[config.mk]
export PLATFORM = sky130hd
export DESIGN_NAME = irq_ctl_reg
export DESIGN_NICKNAME = d
export VERILOG_FILES = /design/src/rtl/irq_ctl_pkg.sv /design/src/rtl/irq_sync.sv /design/src/rtl/irq_evt_detect.sv /design/src/rtl/irq_ctl_store.sv /design/src/rtl/irq_req_combine.sv /design/src/rtl/irq_ctl_reg.sv
export SDC_FILE = /design/constraint.sdc
export NUM_CORES = 1
export LEC_CHECK = 0
export ABC_CLOCK_PERIOD_IN_PS = 2100
export BUFFER_PORTS_ARGS = -buffer_cell sky130_fd_sc_hd__clkbuf_2
export CORE_MARGIN = 2
export CORE_UTILIZATION = 45
export DETAILED_ROUTE_END_ITERATION = 10
export GPL_TIMING_DRIVEN = 0
export PLACE_DENSITY = 0.74
export SETUP_SLACK_MARGIN = 0.4
export SYNTH_ARGS = -nofsm -noshare
export SYNTH_HDL_FRONTEND = slang
export SYNTH_SLANG_ARGS = --single-unit
[constraint.sdc]
create_clock -name clk -period 2.1 [get_ports clk]
set_input_delay 0.21 -clock clk [delete_from_list [all_inputs] [get_ports clk]]
set_output_delay 0.21 -clock clk [all_outputs]
set_load 0.01 [all_outputs]
[src/rtl/irq_ctl_pkg.sv]
package irq_ctl_pkg;

  localparam int unsigned CTL_W = 8;

  // Field order is software-visible: MSB first.
  typedef struct packed {
    logic gen_en;     // bit 7
    logic grp_en;     // bit 6
    logic tmr_en;     // bit 5
    logic pin_en;     // bit 4
    logic prt_en;     // bit 3
    logic tmr_flg;    // bit 2
    logic pin_flg;    // bit 1
    logic prt_flg;    // bit 0
  } irq_ctl_t;

endpackage

[src/rtl/irq_sync.sv]
module irq_sync #(
  parameter int unsigned W      = 1,
  parameter int unsigned STAGES = 2
) (
  input  logic         clk,
  input  logic         rst_n,
  input  logic [W-1:0] d_async,
  output logic [W-1:0] d_sync
);

  logic [W-1:0] stg [STAGES];

  always_ff @(posedge clk or negedge rst_n) begin
    if (!rst_n) stg[0] <= '0;
    else        stg[0] <= d_async;
  end

  for (genvar i = 1; i < STAGES; i++) begin : g_stage
    always_ff @(posedge clk or negedge rst_n) begin
      if (!rst_n) stg[i] <= '0;
      else        stg[i] <= stg[i-1];
    end
  end

  assign d_sync = stg[STAGES-1];

endmodule

[src/rtl/irq_evt_detect.sv]
module irq_evt_detect #(
  parameter int unsigned PORT_W   = 4,
  parameter bit          PIN_RISE = 1'b1
) (
  input  logic              clk,
  input  logic              rst_n,
  input  logic              pin_s,
  input  logic [PORT_W-1:0] port_s,
  output logic              pin_evt,
  output logic              port_evt
);

  logic              pin_prev;
  logic [PORT_W-1:0] port_snap;

  always_ff @(posedge clk or negedge rst_n) begin
    if (!rst_n) begin
      pin_prev  <= 1'b0;
      port_snap <= '0;
    end else begin
      pin_prev  <= pin_s;
      port_snap <= port_s;
    end
  end

  if (PIN_RISE) begin : g_rise
    assign pin_evt = pin_s & ~pin_prev;
  end else begin : g_fall
    assign pin_evt = ~pin_s & pin_prev;
  end

  assign port_evt = |(port_s ^ port_snap);

endmodule

[src/rtl/irq_ctl_store.sv]
module irq_ctl_store
  import irq_ctl_pkg::*;
(
  input  logic     clk,
  input  logic     rst_n,
  input  logic     wr_en,
  input  irq_ctl_t wr_val,
  input  logic     tmr_evt,
  input  logic     pin_evt,
  input  logic     port_evt,
  output irq_ctl_t ctl_q
);

  irq_ctl_t ctl_d;

  always_comb begin
    ctl_d = wr_en ? wr_val : ctl_q;
    // A hardware event outranks a software clear in the same cycle.
    ctl_d.tmr_flg = ctl_d.tmr_flg | tmr_evt;
    ctl_d.pin_flg = ctl_d.pin_flg | pin_evt;
    ctl_d.prt_flg = ctl_d.prt_flg | port_evt;
  end

  always_ff @(posedge clk or negedge rst_n) begin
    if (!rst_n) ctl_q <= '0;
    else        ctl_q <= ctl_d;
  end

endmodule

[src/rtl/irq_req_combine.sv]
module irq_req_combine
  import irq_ctl_pkg::*;
(
  input  irq_ctl_t ctl,
  input  logic     grp_req,
  output logic     irq
);

  logic local_any;
  logic grp_any;

  assign local_any = (ctl.tmr_en & ctl.tmr_flg)
                   | (ctl.pin_en & ctl.pin_flg)
                   | (ctl.prt_en & ctl.prt_flg);
  assign grp_any   = ctl.grp_en & grp_req;
  assign irq       = ctl.gen_en & (local_any | grp_any);

endmodule

[src/rtl/irq_ctl_reg.sv]
module irq_ctl_reg
  import irq_ctl_pkg::*;
#(
  parameter int unsigned      ADDR_W      = 8,
  parameter logic [ADDR_W-1:0] ADDR_LO    = 8'h0B,
  parameter logic [ADDR_W-1:0] ADDR_HI    = 8'h8B,
  parameter int unsigned      PORT_W      = 4,
  parameter int unsigned      SYNC_STAGES = 2,
  parameter bit               PIN_RISE    = 1'b1
) (
  input  logic              clk,
  input  logic              rst_n,
  input  logic [ADDR_W-1:0] bus_addr,
  input  logic              bus_wr,
  input  logic [CTL_W-1:0]  bus_wdata,
  output logic [CTL_W-1:0]  bus_rdata,
  input  logic              tmr_ovf_pulse,
  input  logic              ext_pin,
  input  logic [PORT_W-1:0] port_pins,
  input  logic              periph_req,
  output logic              irq_out
);

  logic              sel;
  logic              pin_s;
  logic [PORT_W-1:0] port_s;
  logic              pin_evt;
  logic              port_evt;
  irq_ctl_t          ctl_q;

  assign sel = (bus_addr == ADDR_LO) || (bus_addr == ADDR_HI);

  irq_sync #(.W(1), .STAGES(SYNC_STAGES)) u_pin_sync (
    .clk(clk), .rst_n(rst_n), .d_async(ext_pin), .d_sync(pin_s)
  );

  irq_sync #(.W(PORT_W), .STAGES(SYNC_STAGES)) u_port_sync (
    .clk(clk), .rst_n(rst_n), .d_async(port_pins), .d_sync(port_s)
  );

  irq_evt_detect #(.PORT_W(PORT_W), .PIN_RISE(PIN_RISE)) u_evt (
    .clk(clk), .rst_n(rst_n), .pin_s(pin_s), .port_s(port_s),
    .pin_evt(pin_evt), .port_evt(port_evt)
  );

  irq_ctl_store u_store (
    .clk(clk), .rst_n(rst_n),
    .wr_en(bus_wr & sel), .wr_val(irq_ctl_t'(bus_wdata)),
    .tmr_evt(tmr_ovf_pulse), .pin_evt(pin_evt), .port_evt(port_evt),
    .ctl_q(ctl_q)
  );

  irq_req_combine u_comb (
    .ctl(ctl_q), .grp_req(periph_req), .irq(irq_out)
  );

  assign bus_rdata = sel ? ctl_q : '0;

endmodule

==> impl_metrics.py <==
metrics = {
    "outcome": {
        "status": "finished clean",
    },
    "die": {
        "boundaryPins": 35,
        "die_y_microns": 49.1,
        "core-area_sq_um": 1940,
        "die_area_sq_um": 2410,
        "core.rowCount": 16,
        "fp.dieW_microns": 49.1,
        "initial_core_util_pct": 47.0,
    },
    "synth": {
        "synth_xor_area_share_pct": 3.84,
        "synth_common_cells": "23 x dfrtp_1, 8 x and2_1, 5 x mux2_4",
        "ys_warn_count": 0,
        "syn_avg_cell_area_sq_um": 15.0,
        "syn-instance-count": 61,
        "synth_edf_count": 0,
        "ys_ff_latch": 23,
        "synth-simple-area-share_pct": 19.7,
        "yosys.area.top_type_share_pct": 63.0,
        "synth_compound_area_share_pct": 4.79,
        "synth_area_leader_cell": "dfrtp_1",
        "yosysMostFrequentCell": "dfrtp_1",
        "synth_fp_nets": 87,
        "synth_area_sq_um": 913,
        "synthTopCellsByArea": "dfrtp_1 63%, mux2_4 8.2%, and2_1 5.5%",
        "muxShareOfSynthArea_pct": 8.22,
        "synth_top_family_by_area": "simple AND/OR/NAND/NOR gates",
        "synthArstFlopShare_pct": 100,
        "synth_ff_type": "dfrtp_1",
        "synth_cell_types": 21,
        "ys_seq_area_share_pct": 63.0,
        "synthAdderAreaFrac_pct": 0,
    },
    "route": {
        "wl_microns": 1410,
        "first_iter_violations": 6,
        "drtAntennaViolNets": 0,
        "route.detailed.drc": 0,
        "vias": 630,
        "firstDrtPassIters": 4,
        "drt-wirelength-per-cell_microns": 10.8,
        "avgViaCountPerCell": 4.81,
    },
    "global_routing": {
        "grt_pass1_wl_microns": 2500,
        "grt_pass1_vias": 605,
        "grt_max_degree": 24,
        "antenna_found_initial": 0,
        "grt_use_total_pct": 13.6,
        "overflow": 0,
    },
    "cts": {
        "cts_tree": "done",
        "clockBufferDepth": 2,
        "insertion_delay_ns": 0.30,
        "h-tree-depth": 1,
        "cts_num_sinks": 23,
        "clk_pin_slew_ns": 0.11,
        "cts_root_buf": "clkbuf_4",
        "numCtsBuffers": 3,
    },
    "run": {
        "max_cap_violations": 0,
    },
    "sta": {
        "fin_tns_setup_ns": 0,
        "finalCritPeriodShare_pct": 78.4,
        "fin_skew_ns": 0.00690,
        "period_minus_slack_ns": 1.65,
        "finalHoldViolations": 0,
        "worst_pin_slew_ns": 0.542,
        "setup_viol": 0,
        "rsz0062_at_grt": "no",
        "relSlewSlack_pct": 63.8,
        "fmax_mhz": 607,
        "fin_ws_ns": 0.453,
        "finalMaxSlewViolations": 0,
    },
    "cells_and_area": {
        "drive_above_1_share_pct": 45.2,
        "nets": 131,
        "final_area_sq_um": 1200,
        "synthToLayoutAreaGrowth_pct": 31.8,
        "num_antenna_cells": 0,
        "fin_cells": 131,
    },
    "worst_setup_path": {
        "rr_worst_depth": 3,
        "cpMaxStageDelayCell": "or4b_4",
        "critical_path.max_stage_delay_ns": 0.56,
        "required_ns": 1.89,
        "worst_setup_path_start_kind": "primary input",
        "cp-end-kind": "primary output",
        "crit_fanout": 8,
        "arrival_ns": 1.44,
        "cp_cell_sequence": "buf_6, or4b_4, nor3_4, and2_1, clkbuf_2",
        "crit_type": "primary input to primary output",
    },
    "power": {
        "p_leak_uw": 0.000612,
        "peakVddDrop_uv": 532,
        "power_density_nw_per_um2": 618,
    },
    "placed_design": {
        "port-buffer-count": 33,
        "dp.cells": 121,
        "pre_cts_slack_ns": 0.400,
        "dpl-instance-area_sq_um": 1110,
        "gp_congestion": 0.658,
        "dp_hpwl_microns": 1080,
    },
    "min_path": {
        "hold_path_class": "primary input to flop",
        "whs_path_depth": 1,
    },
}
-- layout by cell type (no fill, tap or decap), drive strengths merged, types with 2 or more instances in the layout --
cell         instances
clkbuf              32
dfrtp               23
and2                 8
mux2                 5
dlygate4sd3          5
buf                  5
xor2                 4
nand3                3
a22oi                2
o21ai                2
nor3                 2
-- worst max-delay path, delay by kind of cell --
| kind | cells | cell delay [ns] |
|---|---|---|
| buf+inv | 2 | 0.22 |
| simple gates | 3 | 1.01 |
-- area by class of cell --
cell class | count | area (sq um)
timing repair buffer | 39 | 229
multi-input combinational | 37 | 334
tap | 27 | 33.8
clock buffer | 3 | 22.5
inverter | 1 | 3.75
fill | 162 | 738
sequential | 23 | 576
clock inverter | 1 | 5.00
-- registers in the layout, summed over array words and instances, names as in the netlist --
register	count
u_pin_sync.d_sync	1
u_pin_sync.stg	1
u_port_sync.stg	4
u_store.ctl_q	8
u_port_sync.d_sync	4
u_evt.port_snap	4
u_evt.pin_prev	1
-- where the power goes --
| part | total [uW] | internal [uW] | leakage, uW | switching, uW |
|---|---|---|---|---|
| Combinational | 77.1 | 45.6 | 0.000325 | 31.5 |
| Sequential | 477 | 465 | 0.000269 | 11.2 |
| Clock | 190 | 70.9 | 0.0000177 | 119 |
| Total | 743 | 582 | 0.000612 | 162 |
-- final timing paths --
path / slack [ns] / to / from
max: 0.45 / bus_rdata[7] / bus_addr[4]
min: 0.02 / u_port_sync.stg[6] / port_pins[2]
max reg2reg: 1.04 / u_store.ctl_q[0] / u_evt.port_snap[3]
min reg2reg: 0.36 / u_port_sync.d_sync[3] / u_port_sync.stg[7]
max in group asynchronous: 1.32 / u_evt.port_snap[2] / rst_n
min in group asynchronous: 0.42 / u_store.ctl_q[0] / rst_n
-- per-stage QoR --
stage,hold WS [ns],utilization (%),total power (uW)
after floorplan,-0.0856,-,513
after global placement,0.208,57.3,551
after detailed placement,0.217,57.3,555
after CTS,0.000653,60.8,756
after global routing,0.000773,62.0,784
final,0.0206,62.0,743
-- cells by family (layout without fill, tap and decap cells) --
group                     count (synthesis)  in the layout
DFF                                      23             23
and+or+nand+nor                          21             21
AOI/OAI and AO/OA                         7              7
muxes                                     5              5
xor gates and xnor gates                  4              4
buffers and inverters                     1             44
-- timing repair --
action / in CTS / in global routing
setup buffers: 0 / 1
hold buffers: 4 / 1
pin swaps: 1 / 5
endpoints found under the setup margin: 1 / 8
hold endpoints to repair: 26 / 1
gates resized for setup: 0 / 4
-- routing by layer --
metal  GRT usage (%)  wire length [microns]  vias up
li1                -                      -      305
met1            18.1                    632      302
met3            1.84                     72        2
met4            7.14                      5        0
met5               0                      0        -
met2            21.9                    699       21
Power figures use the tool's default switching activity.
